[src/rtl/wbr_pkg.sv]
package wbr_pkg;
  typedef enum logic [1:0] {
    MODE_NORMAL  = 2'b00,
    MODE_INWARD  = 2'b01,
    MODE_OUTWARD = 2'b10,
    MODE_SAFE    = 2'b11
  } wbr_mode_e;
endpackage

[src/rtl/wbr_rst_sync.sv]
module wbr_rst_sync #(
  parameter int STAGES = 2
) (
  input  logic clk,
  input  logic rst_n,
  output logic rst_sync_n
);
  logic [STAGES-1:0] sync_q;
  logic [STAGES-1:0] sync_d;

  always_comb begin
    sync_d = {sync_q[STAGES-2:0], 1'b1};
  end

  always_ff @(posedge clk or negedge rst_n) begin
    if (!rst_n) sync_q <= '0;
    else        sync_q <= sync_d;
  end

  assign rst_sync_n = sync_q[STAGES-1];
endmodule

[src/rtl/wbr_drive_sel.sv]
module wbr_drive_sel
  import wbr_pkg::*;
#(
  parameter bit CORE_INPUT = 1'b1,
  parameter bit SAFE_BIT   = 1'b0
) (
  input  wbr_mode_e mode,
  input  logic      cfi,
  input  logic      upd,
  output logic      cfo
);
  // The driving mode of a cell depends on which side of the core it faces.
  localparam wbr_mode_e DRIVE_MODE = CORE_INPUT ? MODE_INWARD : MODE_OUTWARD;

  always_comb begin
    if (mode == MODE_SAFE)       cfo = SAFE_BIT;
    else if (mode == DRIVE_MODE) cfo = upd;
    else                         cfo = cfi;
  end
endmodule

[src/rtl/wbr_cell.sv]
module wbr_cell
  import wbr_pkg::*;
#(
  parameter bit CORE_INPUT = 1'b1,
  parameter bit SAFE_BIT   = 1'b0
) (
  input  logic      clk,
  input  logic      rst_n,
  input  logic      shift_en,
  input  logic      capture_en,
  input  logic      update_en,
  input  logic      transfer_en,
  input  wbr_mode_e mode,
  input  logic      cti,
  input  logic      cfi,
  output logic      cfo,
  output logic      cto,
  output logic      upd_q
);
  logic sh_q, sh_d, up_d;

  // Next state: shift wins over capture, capture over transfer.
  always_comb begin
    sh_d = sh_q;
    if (shift_en)         sh_d = cti;
    else if (capture_en)  sh_d = cfi;
    else if (transfer_en) sh_d = upd_q;
  end

  always_comb begin
    up_d = upd_q;
    if (update_en) up_d = sh_q;
  end

  always_ff @(posedge clk or negedge rst_n) begin
    if (!rst_n) begin
      sh_q  <= 1'b0;
      upd_q <= 1'b0;
    end else begin
      sh_q  <= sh_d;
      upd_q <= up_d;
    end
  end

  assign cto = sh_q;

  wbr_drive_sel #(.CORE_INPUT(CORE_INPUT), .SAFE_BIT(SAFE_BIT)) i_sel (
    .mode (mode),
    .cfi  (cfi),
    .upd  (upd_q),
    .cfo  (cfo)
  );
endmodule

[src/rtl/wbr_chain.sv]
module wbr_chain
  import wbr_pkg::*;
#(
  parameter int             N        = 8,
  parameter logic [N-1:0]   DIR_MASK = 8'h0F,
  parameter logic [N-1:0]   SAFE_VAL = 8'hA5,
  parameter int             RST_STAGES = 2
) (
  input  logic         clk,
  input  logic         rst_n,
  input  logic [1:0]   mode,
  input  logic         shift_en,
  input  logic         capture_en,
  input  logic         update_en,
  input  logic         transfer_en,
  input  logic         si,
  input  logic [N-1:0] func_in,
  output logic [N-1:0] func_out,
  output logic         so
);
  localparam int LAST = N - 1;

  logic         rst_sync_n;
  logic [N:0]   chain;
  logic [N-1:0] sh_vec;
  logic [N-1:0] up_vec;
  wbr_mode_e    mode_e;

  assign mode_e   = wbr_mode_e'(mode);
  assign chain[0] = si;

  wbr_rst_sync #(.STAGES(RST_STAGES)) i_rst (
    .clk        (clk),
    .rst_n      (rst_n),
    .rst_sync_n (rst_sync_n)
  );

  for (genvar i = 0; i < N; i++) begin : g_cell
    wbr_cell #(.CORE_INPUT(DIR_MASK[i]), .SAFE_BIT(SAFE_VAL[i])) i_cell (
      .clk         (clk),
      .rst_n       (rst_sync_n),
      .shift_en    (shift_en),
      .capture_en  (capture_en),
      .update_en   (update_en),
      .transfer_en (transfer_en),
      .mode        (mode_e),
      .cti         (chain[i]),
      .cfi         (func_in[i]),
      .cfo         (func_out[i]),
      .cto         (chain[i+1]),
      .upd_q       (up_vec[i])
    );
    assign sh_vec[i] = chain[i+1];
  end

  assign so = chain[LAST+1];
endmodule

[config.mk]
export PLATFORM = sky130hd
export DESIGN_NAME = wbr_chain
export DESIGN_NICKNAME = d
export VERILOG_FILES = /design/src/rtl/wbr_pkg.sv /design/src/rtl/wbr_rst_sync.sv /design/src/rtl/wbr_drive_sel.sv /design/src/rtl/wbr_cell.sv /design/src/rtl/wbr_chain.sv
export SDC_FILE = /design/constraint.sdc
export NUM_CORES = 1
export LEC_CHECK = 0
export ABC_AREA = 1
export CORE_MARGIN = 2
export CORE_UTILIZATION = 30
export DETAILED_ROUTE_END_ITERATION = 16
export MAX_ROUTING_LAYER = met4
export PLACE_DENSITY = 0.5
export SLEW_MARGIN = 40
export SYNTH_ARGS = -nofsm -noshare
export SYNTH_HDL_FRONTEND = slang
export SYNTH_SLANG_ARGS = --single-unit
[constraint.sdc]
create_clock -name clk -period 1.9 [get_ports clk]
set_clock_uncertainty 0.05 [all_clocks]
set_input_delay 0.285 -clock clk [delete_from_list [all_inputs] [get_ports clk]]
set_output_delay 0.285 -clock clk [all_outputs]
set_load 0.05 [all_outputs]
==> metrics <==
CP Max Fanout 4; Syn Std Cell Area around 1100 um2; Min-Delay Path Class in2async; I/O Buffers 25; fin area around 1400 um2; library cells used by synthesis 18; Sum Neg Setup Slack 0 ns; Mapped Nets 145; share of cells above drive strength 1 19.2%; Initial Util between 30% and 40%; endpoints failing setup 0; Clk Latency, worst-skew pair a little under 0.3 ns; flop-to-flop setup slack about 1.0 ns; total track usage about 12%; post-synthesis sequential area ratio between 40% and 50%; Root Driver clkbuf_4; share of the synthesized area in the top cell type 42.5%; Tcrit/Tclk final between 90% and 100%; status completed; Yosys reg bits 18; # diodes 0; Synth area leader dfrtp_1; Vias between 800 and 900; # DRC 0; combinational share of power approximately 33%; vias in the first global route between 800 and 900; Cells after Synth approximately 130; pwr dens roughly 720 nW/um2; Mean Syn Cell Area between 8 and 9 um2; H-Tree Depth 1; Setup crit end kind primary output; cells on worst reg2reg path 1; largest net degree at the start of global routing 18; RSZ-0062 raised after global routing no; post_cts resized 0; Syn-to-layout area delta 29.4%; sequential power share a little under half; CORE AREA 3360 um2; Die Wd around 63 um; DPL Wire Length ~1.7 mm; final WL 2.19 mm; kind of critical path in2out; Main synth FF type dfrtp_1; DR pass1 iterations 4; CTS tree built; switching power around 0.33 mW; Clock power frac 18.9%; GRT overflow 0; number of synthesized flops with an enable pin 0; top post-synthesis cells by area dfrtp_1 (42%), nand2_1 (13%), nand3_2 (7.5%), o21ai_1 (6.6%), buf_4 (5.7%); Fmax about 0.58 GHz; gp weighted congestion around 0.70; DRT iter0 DRCs 34; leakage power roughly 0.65 nW; Sink Count 18; max cap viols 0; Die Ht 63.5 um; CTS Hold Bufs 0; Post-CTS Setup Bufs 0; critical path data arrival time ~1.4 ns; Reg-to-Reg Start g_cell[0].i_cell.cto; most frequent cells after synthesis nand2_1 (38), dfrtp_1 (18), o21ai_1 (14); yosys warns 0; io pins 26; first-pass GRT wire length 3.82 mm; Crit Reg-Reg Endpoint g_cell[0].i_cell.upd_q; Layout Utilization roughly 40%; Switching Share roughly a third; dpl cells roughly 190; total CTS buffers 3; num rows 21; Final Hold Vio Count 0; Antenna Nets Post-Route 0; crit path time final between 1.5 and 2 ns; Reg clk slew, reported paths around 0.1 ns; hold slack final approximately 0.093 ns; Final Max Tran Viols 0; Worst Max-Slew Pin Slew 0.652 ns; Rel. slew slack between 50% and 60%; WP data required roughly 1.6 ns; wire per inst 11.4 um; startpoint type of the worst setup path primary input; initial antenna violation count 0; asr flop ratio synth 100%; detailed-route vias per instance roughly 4.5; fin nets 165; Pint 0.654 mW; area post-placement ~1400 um2; CTS max path bufs 2; most common cell in the netlist nand2_1; Die Area 4030 um2; Final Non-Filler Cells 192; Worst VDD drop 0.000276 V
[worst max-delay path, stage by stage]
cell and delay, ns:
clkdlybuf4s50_1 0.55, nand2_1 0.13, o21ai_1 0.24, buf_12 0.17
[flip-flops by register name (all words and copies together) (netlist names)]
register / count
i_rst.sync_q: 2
g_cell.i_cell.cto: 8
g_cell.i_cell.upd_q: 8
[how the worst max path moves through the flow]
stage	from	to	slack, ns	depth (start not counted)
after global placement	mode[0]	func_out[6]	0.21	5
after floorplan	mode[1]	func_out[0]	0.83	5
after detailed placement	mode[0]	func_out[3]	0.17	4
after global routing	mode[0]	func_out[3]	0.11	4
after CTS	mode[0]	func_out[3]	0.17	4
final	mode[0]	func_out[3]	0.18	4
[layout by cell type (no fill, tap or decap)]
master,Yosys,layout
nor2_4,1,1
clkdlybuf4s50_1,0,16
buf_12,1,8
or2_0,1,1
inv_2,3,3
buf_4,8,4
o22ai_1,4,4
o21ai_0,4,4
nor2_8,1,1
nand3_2,8,8
nand2_1,38,38
dfrtp_1,18,18
nand3_1,9,9
o21ai_1,14,14
mux2_1,1,1
conb_1,1,1
clkbuf_4,0,3
inv_1,12,12
[power groups by stage]
stage	registers (mW)	clock network (mW)	logic, mW
final	0.471	0.186	0.325
after global routing	0.480	0.215	0.354
after CTS	0.472	0.196	0.330
after detailed placement	0.480	0	0.329
after global placement	0.479	0	0.325
after floorplan	0.480	0	0.206
[cell type report]
type,instances,area [um2]
clock buffer,3,22.5
fill,368,1990
inverter,15,56.3
sequential,18,450
tap,46,57.6
multi-input combinational,82,435
timing repair buffer,28,350
[per-stage QoR]
stage                     power (mW)  setup WS (ns)
after floorplan                0.687          0.834
after global placement         0.804          0.211
after detailed placement       0.808          0.174
after CTS                      0.998          0.169
after global routing            1.05          0.108
final                          0.983          0.176
[kinds of logic (layout without fill, tap and decap cells)]
logic type / after synthesis / in the layout / synth area share (%)
AOI/OAI and AO/OA: 22 / 22 / 10.8
and+or+nand+nor: 58 / 58 / 28.8
buffers and inverters: 28 / 46 / 16.5
muxes: 1 / 1 / 1.06
DFF: 18 / 18 / 42.5
other: 1 / 1 / 0.353
[metal layers]
layer / part of all wire (%) / track usage (%)
met2: 48 / 18.9
met3: 6.7 / 2.68
met1: 45 / 15.5
met4: 0.82 / 5.71
met5: 0 / -
Power figures use the tool's default switching activity.
